**src/rtl/ssc_profile_seq.sv**
```systemverilog
`timescale 1ns/1ps
module ssc_profile_seq #(
  parameter int HOLD_W = 4,
  parameter int NSEL_W = 4,
  parameter int SAMP_W = 6
) (
  input  logic                                          clk,
  input  logic                                          rst_n,
  input  logic                                          cfg_wr,
  input  logic [HOLD_W-1:0]                             hold_sel,
  input  logic [NSEL_W-1:0]                             samp_cnt,
  input  logic                                          mod_en,
  input  logic [SAMP_W-1:0]                             ofs_base,
  input  logic                                          amp_dbl,
  input  logic                                          dither_en,
  input  logic [2*((1<<NSEL_W)-1)*SAMP_W-1:0]           samp_tbl,
  output logic [SAMP_W+2:0]                             frac_ofs,
  output logic                                          cfg_illegal,
  output logic                                          prd_start
);
  localparam int MAX_N = 2*((1<<NSEL_W)-1);
  localparam int IDX_W = NSEL_W+1;
  localparam int OUT_W = SAMP_W+3;

  logic [HOLD_W-1:0] hold_r;
  logic [NSEL_W-1:0] cnt_r;
  logic              mod_r, dbl_r, dith_r;
  logic [SAMP_W-1:0] ofs_r;
  logic [SAMP_W-1:0] tbl_r [MAX_N];
  logic [1:0]        q_r;
  logic [IDX_W-1:0]  i_r;
  logic [HOLD_W:0]   h_r;
  logic [6:0]        lfsr_r;

  logic [HOLD_W:0]   hold_last;
  logic [IDX_W-1:0]  n_last, idx;
  logic              run;
  logic [SAMP_W:0]   mag;
  logic [OUT_W-1:0]  ofs_s, mag_s, term, dith_s;

  assign hold_last   = {1'b0, hold_r} + {{HOLD_W{1'b0}}, 1'b1};
  assign n_last      = {cnt_r, 1'b0} - {{(IDX_W-1){1'b0}}, 1'b1};
  assign cfg_illegal = (hold_r != '0) && (ofs_r == '0) && !mod_r;
  assign run         = (hold_r != '0) && mod_r && (cnt_r != '0);
  assign idx         = q_r[0] ? (n_last - i_r) : i_r;
  assign mag         = dbl_r ? {tbl_r[idx], 1'b0} : {1'b0, tbl_r[idx]};
  assign ofs_s       = {{(OUT_W-SAMP_W){1'b0}}, ofs_r};
  assign mag_s       = {{(OUT_W-SAMP_W-1){1'b0}}, mag};
  assign term        = q_r[1] ? (~mag_s + {{(OUT_W-1){1'b0}}, 1'b1}) : mag_s;
  assign dith_s      = {{(OUT_W-1){1'b0}}, dith_r & lfsr_r[0]};
  assign prd_start   = run && (q_r == 2'd0) && (i_r == '0) && (h_r == '0);

  always_comb begin
    if (cfg_illegal)  frac_ofs = '0;
    else if (run)     frac_ofs = ofs_s + term + dith_s;
    else              frac_ofs = ofs_s;
  end

  always_ff @(posedge clk or negedge rst_n) begin
    if (!rst_n) begin
      hold_r <= '0;
      cnt_r  <= '0;
      mod_r  <= 1'b0;
      dbl_r  <= 1'b0;
      dith_r <= 1'b0;
      ofs_r  <= '0;
      q_r    <= '0;
      i_r    <= '0;
      h_r    <= '0;
      lfsr_r <= 7'h01;
      for (int k = 0; k < MAX_N; k++) tbl_r[k] <= '0;
    end else begin
      lfsr_r <= {lfsr_r[5:0], lfsr_r[6] ^ lfsr_r[5]};
      if (cfg_wr) begin
        hold_r <= hold_sel;
        cnt_r  <= samp_cnt;
        mod_r  <= mod_en;
        dbl_r  <= amp_dbl;
        dith_r <= dither_en;
        ofs_r  <= ofs_base;
        for (int k = 0; k < MAX_N; k++) tbl_r[k] <= samp_tbl[k*SAMP_W +: SAMP_W];
        q_r <= '0;
        i_r <= '0;
        h_r <= '0;
      end else if (run) begin
        if (h_r == hold_last) begin
          h_r <= '0;
          if (i_r == n_last) begin
            i_r <= '0;
            q_r <= q_r + 2'd1;
          end else begin
            i_r <= i_r + {{(IDX_W-1){1'b0}}, 1'b1};
          end
        end else begin
          h_r <= h_r + {{HOLD_W{1'b0}}, 1'b1};
        end
      end
    end
  end
endmodule

```
**config.mk**
```make
export PLATFORM = sky130hd
export DESIGN_NAME = ssc_profile_seq
export DESIGN_NICKNAME = d
export VERILOG_FILES = /design/src/rtl/ssc_profile_seq.sv
export SDC_FILE = /design/constraint.sdc
export NUM_CORES = 1
export LEC_CHECK = 0
export BUFFER_PORTS_ARGS = -buffer_cell sky130_fd_sc_hd__buf_2
export CORE_UTILIZATION = 35
export CTS_BUF_LIST = sky130_fd_sc_hd__clkbuf_16
export DETAILED_ROUTE_END_ITERATION = 12
export PLACE_DENSITY = 0.59
export SETUP_SLACK_MARGIN = 0.3
export SLEW_MARGIN = 5
export SYNTH_ARGS = -nofsm -noshare
export SYNTH_HDL_FRONTEND = slang
export SYNTH_SLANG_ARGS = --single-unit
export TNS_END_PERCENT = 10
```
**constraint.sdc**
```tcl
create_clock -name clk -period 5.9 [get_ports clk]
set_input_delay 0.885 -clock clk [delete_from_list [all_inputs] [get_ports clk]]
set_output_delay 0.885 -clock clk [all_outputs]
set_load 0.05 [all_outputs]
```
==> results.txt <==
The flow ran to the end, but the final reports show violations. The checks that failed: setup timing. The cell seen most often among critical-path stages is sky130_fd_sc_hd__buf_4. TritonCTS built the clock tree.

The post-synthesis async set-or-reset flop share is 100%. The number of nets in the synthesized netlist is 1,204. The initial cell density of the core is between 30% and 40%.

Pin placement for this block handled 211 I/O pins. The maximum number of pins on one net before global-route repair is approximately 130. The endpoint identified for the worst register-to-register timing path is q_r[0].

The post-route worst setup slack came out at -0.192 ns. The smallest hold slack came out at 0.350 ns. At the end of the flow the core is filled with cells to 44.3%. The number of cells traversed by the worst hold path is 0.

The die outline width came out at 188 um. Setup repair after global routing could not meet its margin everywhere. The max-cap violation count is 0. The region available for standard cell placement spans 0.0338 sq mm. After synthesis the netlist holds a flip-flop and latch count of between 200 and 250. The count of nets after finishing is 1,436. The TritonCTS buffer count is 27. The final non-filler cell total came out at 1,684.

The kind of critical path is reg2out. The kind of launch point of the worst setup path is a flop. The clock latency on the worst-skew pair is roughly 0.55 ns. The count of buffers added on input and output ports is 210.

The detailed-router iteration count before antenna repair is 5. For the pin with the worst max-slew slack, the measured transition is 0.851 ns. The sequential fraction of the synthesis area is 44.7%. The count of nets left with antenna violations once routing finished came out at 0. In this run the number of H-tree levels came out at 1. The global placement routability congestion came out at 0.893. The mean post-synth cell area is ~12 sq um. The number of antenna violations at the first check in global routing came out at 1. Summing internal, switching and leakage power gives 6.37 mW. The area overhead of the layout relative to synthesis came out at 23.6%. The area of the die is 0.0353 sq mm. The leakage power summed over all cells is 6.53 nW. The routed design has about 34 mm of wire.

In this design, the stage delay of the slowest critical-path cell is approximately 0.37 ns. Global routing finished with a remaining overflow of 0. The y dimension of the die is approximately 190 um.

The DRC violation count after routing is 0. The maximum clock insertion buffer count came out at 3. The period utilization is 103%. The number of enable flip-flop cells after synthesis is 0. In this run, the number of DRC markers left after iteration 0 of detailed routing was 480.

The tightest min-delay check is of the reg2reg type. The startpoint identified for the worst hold timing path is lfsr_r[2]. The peak clock frequency supported by timing is 164 MHz. The count of cells along the worst register-to-register path came out at 8.

The number of global-route vias before repair is about 9,000. The launch point of the worst reg-to-reg path is hold_r[0]. The master cell of the clock root buffer is sky130_fd_sc_hd__clkbuf_16. The wire length per cell after detailed routing is 20.0 um. The post-synthesis cell type count came out at 80. The remaining max-slew budget at the tightest pin came out at 42.9%.

The worst setup path is captured at an output port. The total count of max-transition violations in the final report is 0. The post-synthesis instance total is 983. The arrival time of data at the critical path endpoint is around 5.2 ns.

The share of post-route cells with drive strength above 1 is between 40% and 50%. In the global route stage, overall resource usage came out at 19.1%. The warning count from the yosys run is 0. The total power divided by cell area is 426 mW/mm^2.

The number of hold-repair buffers added at the cts stage is 0. Along the worst path, the maximum fanout reaches 10. The worst clock skew on the final layout is 0.0103 ns.

The required time reported for the critical path endpoint came out at 5.02 ns. Clock-pin slew was measured on the worst setup and hold paths at 0.06 ns. The worst min-delay path endpoint is lfsr_r[3]. The global-route wire length before repair came out at 52.5 mm. The post-synthesis cell area came out at 0.0121 sq mm. In this run, placement finished with an instance count of 1,617. The worst IR drop on VDD came out at 0.000360 V.

The antenna cell count is 0. The post-layout minimum cycle time is between 6 and 7 ns. The detailed router placed 9,042 vias in this run. The predominant post-synthesis flop cell is sky130_fd_sc_hd__dfrtp_1. The number of core rows is 67. The cell at the slowest stage of the critical path is sky130_fd_sc_hd__dfrtp_1.

The setup slack on the worst flop-to-flop path is 3.28 ns. The total count of hold-check failures in the final report came out at 0. Detailed placement finished with a half-perimeter wire length of 24.2 mm. The clock sink total came out at 216.

Using the TritonRoute via totals, the vias-per-cell ratio works out to 5.37. The setup-violating endpoint count in the final report came out at 4. The pre-CTS worst setup slack is -0.148 ns.
-- layout by cell type (no fill, tap or decap), types with 13 or more instances in the layout --
| master | n |
|---|---|
| sky130_fd_sc_hd__o21ai_0 | 26 |
| sky130_fd_sc_hd__o221ai_1 | 17 |
| sky130_fd_sc_hd__buf_4 | 56 |
| sky130_fd_sc_hd__mux2_2 | 208 |
| sky130_fd_sc_hd__nand2_1 | 47 |
| sky130_fd_sc_hd__inv_1 | 24 |
| sky130_fd_sc_hd__a21oi_1 | 14 |
| sky130_fd_sc_hd__dfrtp_1 | 213 |
| sky130_fd_sc_hd__buf_2 | 202 |
| sky130_fd_sc_hd__nand3_1 | 16 |
| sky130_fd_sc_hd__a221o_1 | 13 |
| sky130_fd_sc_hd__ha_1 | 15 |
| sky130_fd_sc_hd__nor2_1 | 25 |
| sky130_fd_sc_hd__mux4_2 | 15 |
| sky130_fd_sc_hd__mux2i_1 | 72 |
| sky130_fd_sc_hd__clkbuf_16 | 27 |
| sky130_fd_sc_hd__o22ai_1 | 20 |
-- area by class of cell --
cell class	count	area (sq um)
fillers	3177	18800
multi-input cells	679	6370
flip-flops and latches	216	5410
repair buffers	272	1650
clock buffers	27	676
well taps	448	561
clock inverters	23	213
inverters	19	71.3
-- how the worst max path moves through the flow --
stage,startpoint,to,slack (ns),cells past startpoint
2_1_floorplan,i_r[1],frac_ofs[7],0.09,24
3_3_place_gp,cnt_r[1],frac_ofs[6],0.06,25
3_5_place_dp,cnt_r[0],frac_ofs[6],-0.15,25
4_1_cts,cnt_r[0],frac_ofs[6],-0.20,26
5_1_grt,cnt_r[0],frac_ofs[8],-0.49,26
6_report,cnt_r[0],frac_ofs[8],-0.19,26
-- worst max-delay path, delay by kind of cell, from the launching register on --
kind / cells / cell delay (ns)
compound gates: 10 / 1.75
buf+inv: 7 / 0.96
fa+ha+maj: 3 / 0.77
simple gates: 5 / 0.58
flops: 1 / 0.37
xor+xnor: 1 / 0.21
-- where the power goes --
| group | switching [mW] | internal (mW) |
|---|---|---|
| sequential | 0.131 | 1.63 |
| combinational | 1.61 | 1.33 |
| clock | 0.664 | 1.00 |
| total | 2.40 | 3.97 |
-- timing repair --
item | in CTS | in global routing
gates resized for setup | 33 | 8
setup buffers | 13 | 4
gates cloned | 0 | 0
endpoints found under the setup margin | 6 | 7
pin swaps | 17 | 8
-- kinds of logic (layout without fill, tap and decap cells) --
group | count (synthesis) | count (layout) | share of synthesized area, %
AOI/OAI and AO/OA | 200 | 200 | 12.7
xor gates and xnor gates | 19 | 19 | 1.72
adders and majority gates | 21 | 21 | 2.30
buffers and inverters | 88 | 341 | 3.97
DFF | 216 | 216 | 44.7
muxes | 301 | 301 | 29.1
and+or+nand+nor | 138 | 138 | 5.58
-- cell usage after synthesis, types with 15 or more instances --
master | number | share of area (%)
sky130_fd_sc_hd__dfrtp_1 | 215 | 44
sky130_fd_sc_hd__mux2_2 | 208 | 19
sky130_fd_sc_hd__mux2i_1 | 73 | 6.0
sky130_fd_sc_hd__nand2_1 | 47 | 1.5
sky130_fd_sc_hd__clkbuf_1 | 34 | 1.1
sky130_fd_sc_hd__o21ai_0 | 29 | 1.2
sky130_fd_sc_hd__nor2_1 | 25 | 0.78
sky130_fd_sc_hd__o22ai_1 | 22 | 1.1
sky130_fd_sc_hd__ha_1 | 19 | 2.0
sky130_fd_sc_hd__inv_1 | 19 | 0.59
sky130_fd_sc_hd__a21oi_1 | 17 | 0.70
sky130_fd_sc_hd__nand3_1 | 17 | 0.70
sky130_fd_sc_hd__o221ai_1 | 17 | 1.2
sky130_fd_sc_hd__mux4_2 | 15 | 2.8
-- per-layer routing --
| metal | wire length (um) | share of wire, % | vias to the layer above | track usage [%] |
|---|---|---|---|---|
| met2 | 15600 | 46 | 278 | 30.0 |
| li1 | - | - | 4189 | - |
| met1 | 15500 | 46 | 4526 | 27.2 |
| met4 | 750 | 2.2 | 2 | 5.03 |
| met5 | 10 | 0.030 | - | 0 |
| met3 | 1860 | 5.5 | 47 | 3.07 |
-- state kept, by name (all words and copies together) (netlist names), 2 cells and up --
| register | cells |
|---|---|
| ofs_r | 6 |
| hold_r | 4 |
| h_r | 5 |
| tbl_r | 180 |
| i_r | 5 |
| q_r | 2 |
| cnt_r | 4 |
| lfsr_r | 7 |
-- metrics by stage --
step | setup TNS (ns) | area (sq um)
CTS | -0.535 | 14900
finish | -0.589 | 14900
global placement | 0 | 13800
global route | -2.01 | 14900
floorplan | 0 | 12100
detailed placement | -0.175 | 13800
Note: power is estimated with default switching activity, not from simulation.
